**src/rtl/sertx_pkg.sv**
```systemverilog
package sertx_pkg;
  localparam int unsigned RX_ERR_W = 3;
  localparam int unsigned ASYNC_EXTRA = 3;  // start, parity, stop
  typedef enum logic [1:0] {ERR_OVR = 2'd0, ERR_PAR = 2'd1, ERR_FRM = 2'd2} rx_err_idx_e;
endpackage

```
**src/rtl/sertx_holdreg.sv**
```systemverilog
module sertx_holdreg #(
  parameter int unsigned DATA_W = 8
) (
  input  logic              clk_i,
  input  logic              rst_ni,
  input  logic              wr_i,
  input  logic [DATA_W-1:0] wr_data_i,
  input  logic              take_i,
  output logic [DATA_W-1:0] data_o,
  output logic              empty_o
);
  logic [DATA_W-1:0] data_q;
  logic              empty_q;

  always_ff @(posedge clk_i or negedge rst_ni) begin
    if (!rst_ni) begin
      data_q  <= '0;
      empty_q <= 1'b1;
    end else begin
      if (wr_i) begin
        data_q  <= wr_data_i;
        empty_q <= 1'b0;
      end else if (take_i) begin
        empty_q <= 1'b1;
      end
    end
  end

  assign data_o  = data_q;
  assign empty_o = empty_q;

  a_r6_take_empties: assert property (@(posedge clk_i) disable iff (!rst_ni)
    (take_i && !wr_i) |=> empty_o);
  a_r6_write_fills: assert property (@(posedge clk_i) disable iff (!rst_ni)
    wr_i |=> !empty_o);
endmodule

```
**src/rtl/sertx_engine.sv**
```systemverilog
module sertx_engine
  import sertx_pkg::*;
#(
  parameter int unsigned DATA_W = 8,
  parameter int unsigned OSR    = 16
) (
  input  logic                clk_i,
  input  logic                rst_ni,
  input  logic                en_i,
  input  logic                sync_i,
  input  logic                par_en_i,
  input  logic                par_odd_i,
  input  logic                tick_i,
  input  logic [RX_ERR_W-1:0] rx_err_i,
  input  logic                pend_i,
  input  logic [DATA_W-1:0]   data_i,
  output logic                start_o,
  output logic                bit_o,
  output logic                tend_o
);
  localparam int unsigned FRAME_W = DATA_W + ASYNC_EXTRA;
  localparam int unsigned LEFT_W  = $clog2(FRAME_W + 1);
  localparam int unsigned CNT_W   = (OSR > 1) ? $clog2(OSR) : 1;

  logic               busy_q, tend_q;
  logic [FRAME_W-1:0] frame_q, frame_d;
  logic [LEFT_W-1:0]  left_q, nbits_d;
  logic [CNT_W-1:0]   cnt_q;
  logic               start, bit_done, err_block;

  assign err_block = sync_i && (|rx_err_i);
  assign start     = en_i && !busy_q && pend_i && !err_block;
  assign bit_done  = busy_q && tick_i && (sync_i || (cnt_q == CNT_W'(OSR - 1)));

  always_comb begin
    frame_d = '1;
    if (sync_i) begin
      frame_d[DATA_W-1:0] = data_i;
      nbits_d = LEFT_W'(DATA_W);
    end else begin
      frame_d[0]          = 1'b0;
      frame_d[DATA_W:1]   = data_i;
      frame_d[DATA_W+1]   = par_en_i ? ((^data_i) ^ par_odd_i) : 1'b1;
      nbits_d = par_en_i ? LEFT_W'(DATA_W + 3) : LEFT_W'(DATA_W + 2);
    end
  end

  always_ff @(posedge clk_i or negedge rst_ni) begin
    if (!rst_ni) begin
      busy_q  <= 1'b0;
      tend_q  <= 1'b1;
      frame_q <= '1;
      left_q  <= '0;
      cnt_q   <= '0;
    end else if (!en_i) begin
      busy_q <= 1'b0;
      tend_q <= 1'b1;
      left_q <= '0;
      cnt_q  <= '0;
    end else if (start) begin
      busy_q  <= 1'b1;
      tend_q  <= 1'b0;
      frame_q <= frame_d;
      left_q  <= nbits_d;
      cnt_q   <= '0;
    end else if (bit_done) begin
      frame_q <= {1'b1, frame_q[FRAME_W-1:1]};
      left_q  <= left_q - 1'b1;
      cnt_q   <= '0;
      if (left_q == LEFT_W'(1)) begin
        busy_q <= 1'b0;
        if (!pend_i) tend_q <= 1'b1;
      end
    end else if (busy_q && tick_i) begin
      cnt_q <= cnt_q + 1'b1;
    end
  end

  assign start_o = start;
  assign bit_o   = busy_q ? frame_q[0] : 1'b1;
  assign tend_o  = tend_q;

  a_r8_abort_idle: assert property (@(posedge clk_i) disable iff (!rst_ni)
    !en_i |=> (!busy_q && tend_o));
  a_r9_err_blocks_start: assert property (@(posedge clk_i) disable iff (!rst_ni)
    (sync_i && (|rx_err_i) && !busy_q) |=> !busy_q);
  a_r7_no_end_when_busy: assert property (@(posedge clk_i) disable iff (!rst_ni)
    busy_q |-> !tend_o);
  a_r4_start_bit_low: assert property (@(posedge clk_i) disable iff (!rst_ni)
    ($rose(busy_q) && !$past(sync_i)) |-> (bit_o == 1'b0));
endmodule

```
**src/rtl/sertx_pinmux.sv**
```systemverilog
module sertx_pinmux (
  input  logic en_i,
  input  logic eng_bit_i,
  input  logic port_dir_i,
  input  logic port_dat_i,
  output logic pin_o,
  output logic pin_oe_o
);
  always_comb begin
    if (en_i) begin
      pin_o    = eng_bit_i;
      pin_oe_o = 1'b1;
    end else begin
      pin_o    = port_dat_i;
      pin_oe_o = port_dir_i;
    end
  end
endmodule

```
**src/rtl/sertx_fallback.sv**
```systemverilog
module sertx_fallback
  import sertx_pkg::*;
#(
  parameter int unsigned DATA_W = 8,
  parameter int unsigned OSR    = 16
) (
  input  logic                clk_i,
  input  logic                rst_ni,
  input  logic                tx_en_i,
  input  logic                sync_mode_i,
  input  logic                par_en_i,
  input  logic                par_odd_i,
  input  logic                tick_i,
  input  logic                wr_i,
  input  logic [DATA_W-1:0]   wr_data_i,
  input  logic                port_dir_i,
  input  logic                port_dat_i,
  input  logic [RX_ERR_W-1:0] rx_err_i,
  output logic                tdr_empty_o,
  output logic                tx_end_o,
  output logic                tx_o,
  output logic                tx_oe_o
);
  logic [DATA_W-1:0] hold_data;
  logic              take, eng_bit;

  sertx_holdreg #(.DATA_W(DATA_W)) u_hold (
    .clk_i    (clk_i),
    .rst_ni   (rst_ni),
    .wr_i     (wr_i),
    .wr_data_i(wr_data_i),
    .take_i   (take),
    .data_o   (hold_data),
    .empty_o  (tdr_empty_o)
  );

  sertx_engine #(.DATA_W(DATA_W), .OSR(OSR)) u_eng (
    .clk_i    (clk_i),
    .rst_ni   (rst_ni),
    .en_i     (tx_en_i),
    .sync_i   (sync_mode_i),
    .par_en_i (par_en_i),
    .par_odd_i(par_odd_i),
    .tick_i   (tick_i),
    .rx_err_i (rx_err_i),
    .pend_i   (!tdr_empty_o),
    .data_i   (hold_data),
    .start_o  (take),
    .bit_o    (eng_bit),
    .tend_o   (tx_end_o)
  );

  sertx_pinmux u_pin (
    .en_i      (tx_en_i),
    .eng_bit_i (eng_bit),
    .port_dir_i(port_dir_i),
    .port_dat_i(port_dat_i),
    .pin_o     (tx_o),
    .pin_oe_o  (tx_oe_o)
  );

  a_r3_idle_mark: assert property (@(posedge clk_i) disable iff (!rst_ni)
    (tx_en_i && tx_end_o) |-> (tx_o && tx_oe_o));
endmodule

```
**config.mk**
```make
export PLATFORM = sky130hd
export DESIGN_NAME = sertx_fallback
export DESIGN_NICKNAME = d
export VERILOG_FILES = /design/src/rtl/sertx_pkg.sv /design/src/rtl/sertx_holdreg.sv /design/src/rtl/sertx_engine.sv /design/src/rtl/sertx_pinmux.sv /design/src/rtl/sertx_fallback.sv
export SDC_FILE = /design/constraint.sdc
export NUM_CORES = 1
export LEC_CHECK = 0
export ABC_CLOCK_PERIOD_IN_PS = 2400
export BUFFER_PORTS_ARGS = -buffer_cell sky130_fd_sc_hd__clkbuf_2
export CORE_MARGIN = 3
export CORE_UTILIZATION = 40
export CTS_CLUSTER_SIZE = 10
export DETAILED_ROUTE_END_ITERATION = 8
export PLACE_DENSITY = 0.57
export SLEW_MARGIN = 20
export SYNTH_ARGS = -nofsm -noshare
export SYNTH_HDL_FRONTEND = slang
export SYNTH_SLANG_ARGS = --single-unit
```
**constraint.sdc**
```tcl
create_clock -name clk_i -period 2.4 [get_ports clk_i]
set_input_delay 0.48 -clock clk_i [delete_from_list [all_inputs] [get_ports clk_i]]
set_output_delay 0.48 -clock clk_i [all_outputs]
set_load 0.005 [all_outputs]
```
==> flow_summary.yaml <==
timing:
  tightest_slew_ns: 0.720
  fmax_mhz: 536
  fin_crit_sh_pct: 77.7
  setup_tns_ns: 0
  holdWs_ns: 0.255
  rsz0062_at_grt: "false"
  setup_viol: 0
  post-route-min-period_ns: 1.86
  finalHoldViolations: 0
  fin_skew_ns: 0.00250
  setup_ws_ns: 0.535
  slew_viol_final: 0
  slew_headroom_pct: 52.0
layout:
  layout-drive-gt1-share_pct: 43.2
  final_common_cell: "clkbuf_2"
  diodes: 0
  layout_common_cells: "24 x clkbuf_2, 17 x dfrtp_1, 12 x mux2_2, 12 x mux2i_1, 12 x dfstp_2"
  multi_input_area_um2: 811
  num-fill-cells: 373
  fin_nets: 185
  seqCellArea_um2: 741
  design_area_um2: 1850
  syn_to_final_growth_pct: 13.5
  instances_no_fill: 210
synth:
  synth_seq_cells: 29
  netlist_area_um2: 1630
  synth.yosys.warnings: 0
  avgSynthCellArea_um2: 12.1
  synth.distinct_cells: 40
  netlist_instances: 134
  yosysSeqAreaShare_pct: 45.6
  syn_nets: 158
global_routing:
  grt_pass1_vias: 1147
  antenna_found_initial: 0
  grt_max_degree: 30
  grt_usage_pct: 14.0
  grt_pass1_wl_um: 5440
  grt.overflow.total: 0
status:
  outcome: "finished clean"
floorplanning:
  die_y_um: 69.7
  core-area_um2: 3800
  die_x_um: 69.7
  ios: 25
  die_area_um2: 4860
  start_util_pct: 42.8
  rows: 22
clock_network:
  clkTransAtPathRegs_ns: 0.06
  cts_buffer_depth: 2
  cts_tree: "built"
  insertion_delay_ns: 0.27
  cts_setup_buffers: 0
  numCtsBuffers: 5
  htree_levels: 2
  clockRootBuffer: "clkbuf_8"
  cts.sinks: 29
  cts_hold_buffers: 0
  postCtsResizedCells: 0
critical_path:
  slowest_delay_ns: 0.45
  critPathSlowestCell: "or3b_4"
  path_class: "flop to flop"
  required_ns: 2.60
  arrival_ns: 2.06
  crit_path_end_kind: "flop"
  crit_path_start_kind: "flop"
  cp_max_fo: 10
  worstPathCellList: "or3b_4 -> a21oi_4 -> o21a_2 -> mux2_4"
placed_design:
  place_ws_ns: 0.367
  gp_congestion: 0.696
  placed_area_um2: 1770
  io_buffers: 24
  dp.cells: 202
  dpl.hpwl_um: 2290
pwr:
  p_leak_nw: 0.804
  ir_drop_mv: 0.482
  cellPowerDensity_nw_per_um2: 812
run:
  maxCapViolCount: 0
route:
  ant_nets: 0
  post-route-drc-count: 0
  drtIter0Drc: 51
  drt-total-wl_um: 3080
  wl_per_cell_um: 14.7
  vias: 1072
  routed_via_density: 5.10
  dr.pass1.iters: 4
hold_path:
  min_path_type: "input pin to asynchronous set/reset pin"
[synth_stat cells (all sizes together)]
| library cell | instances | area (um^2) |
|---|---|---|
| a211oi | 1 | 7.51 |
| a21boi | 2 | 15.0 |
| ha | 3 | 37.5 |
| o22a | 2 | 17.5 |
| o32a | 1 | 11.3 |
| a21oi | 4 | 31.3 |
| mux2i | 12 | 120 |
| nor3 | 2 | 10.0 |
| xnor2 | 7 | 61.3 |
| mux2 | 19 | 236 |
| or3 | 1 | 11.3 |
| dfstp | 12 | 315 |
| clkbuf | 4 | 25.0 |
| and3 | 1 | 7.51 |
| dfrtp | 17 | 425 |
| nand3b | 1 | 7.51 |
| nand2 | 7 | 26.3 |
| nor2 | 8 | 30.0 |
| o21ai | 3 | 15.0 |
| a21o | 1 | 7.51 |
| or3b | 1 | 11.3 |
| o21a | 2 | 16.3 |
| a31o | 1 | 8.76 |
| xor2 | 4 | 35.0 |
| buf | 2 | 30.0 |
| a31oi | 1 | 6.26 |
| nand3 | 3 | 15.0 |
| inv | 5 | 18.8 |
| nor4 | 1 | 6.26 |
| a32o | 1 | 10.0 |
| xnor3 | 1 | 22.5 |
| and2 | 1 | 7.51 |
| nand4 | 1 | 6.26 |
| or2 | 1 | 6.26 |
| nand2b | 1 | 6.26 |
[worst paths after layout]
| check | start | endpoint | slack [ns] | cells after the start |
|---|---|---|---|---|
| worst max-delay path | u_eng.busy_q | u_eng.frame_q[7] | 0.54 | 4 |
| worst min-delay path | rst_ni | u_eng.cnt_q[2] | 0.26 | 1 |
| worst max register to register | u_eng.busy_q | u_eng.frame_q[7] | 0.54 | 4 |
| worst min register to register | u_eng.frame_q[4] | u_eng.frame_q[4] | 0.48 | 2 |
| max in group asynchronous | rst_ni | u_hold.data_o[1] | 1.68 | 1 |
| min in group clk_i | wr_data_i[7] | u_hold.data_o[7] | 0.44 | 2 |
[cells by family (layout without fill, tap and decap cells)]
logic type / Yosys count / in the layout / share of synthesized area, %
AND/OR/NAND/NOR: 29 / 29 / 9.32
adder cells (fa/ha/maj): 3 / 3 / 2.31
XOR/XNOR: 12 / 12 / 7.31
AO/OA/AOI/OAI: 19 / 19 / 9.01
buffers and inverters: 11 / 39 / 4.54
multiplexers: 31 / 31 / 21.9
flip-flops: 29 / 29 / 45.6
[sequential cells by signal, summed over array words and instances, names as in the netlist]
name and flops:
u_eng.busy_q 1, u_hold.data_o 8, u_eng.cnt_q 4, u_hold.empty_o 1
u_eng.frame_q 10, u_eng.left_q 4, u_eng.tend_o 1
[final cells by class]
type,instances,share of cell area (%)
flip-flops and latches,29,40.1
inverters,5,1.02
repair buffers,26,7.32
well taps,48,3.25
multi-input cells,94,43.9
clock buffers,8,4.34
[power breakdown]
part / total [mW] / leakage, nW / internal (mW) / switching (mW)
clock network: 0.374 / 0.0395 / 0.205 / 0.169
logic: 0.392 / 0.422 / 0.234 / 0.158
registers: 0.732 / 0.342 / 0.661 / 0.0710
[worst max-delay path: cells and delay by family (launching register included)]
kind,cells,cell delay [ns]
AOI/OAI and AO/OA,2,0.60
DFF,1,0.41
muxes,1,0.33
and+or+nand+nor,1,0.45
[layer usage]
layer | GRT usage [%] | part of all wire (%) | vias to the layer above
met5 | 0 | 0 | -
met4 | 5.74 | 1.2 | 0
met1 | 18.3 | 45 | 526
met2 | 21.7 | 50 | 17
li1 | - | - | 524
met3 | 3.91 | 3.9 | 5
[stage by stage]
step	power [mW]	util [%]
detailed placement	1.13	46.5
global route	1.60	48.6
CTS	1.52	48.6
global placement	1.12	46.5
floorplan	1.04	-
finish	1.50	48.6
Note: power is estimated with default switching activity, not from simulation.
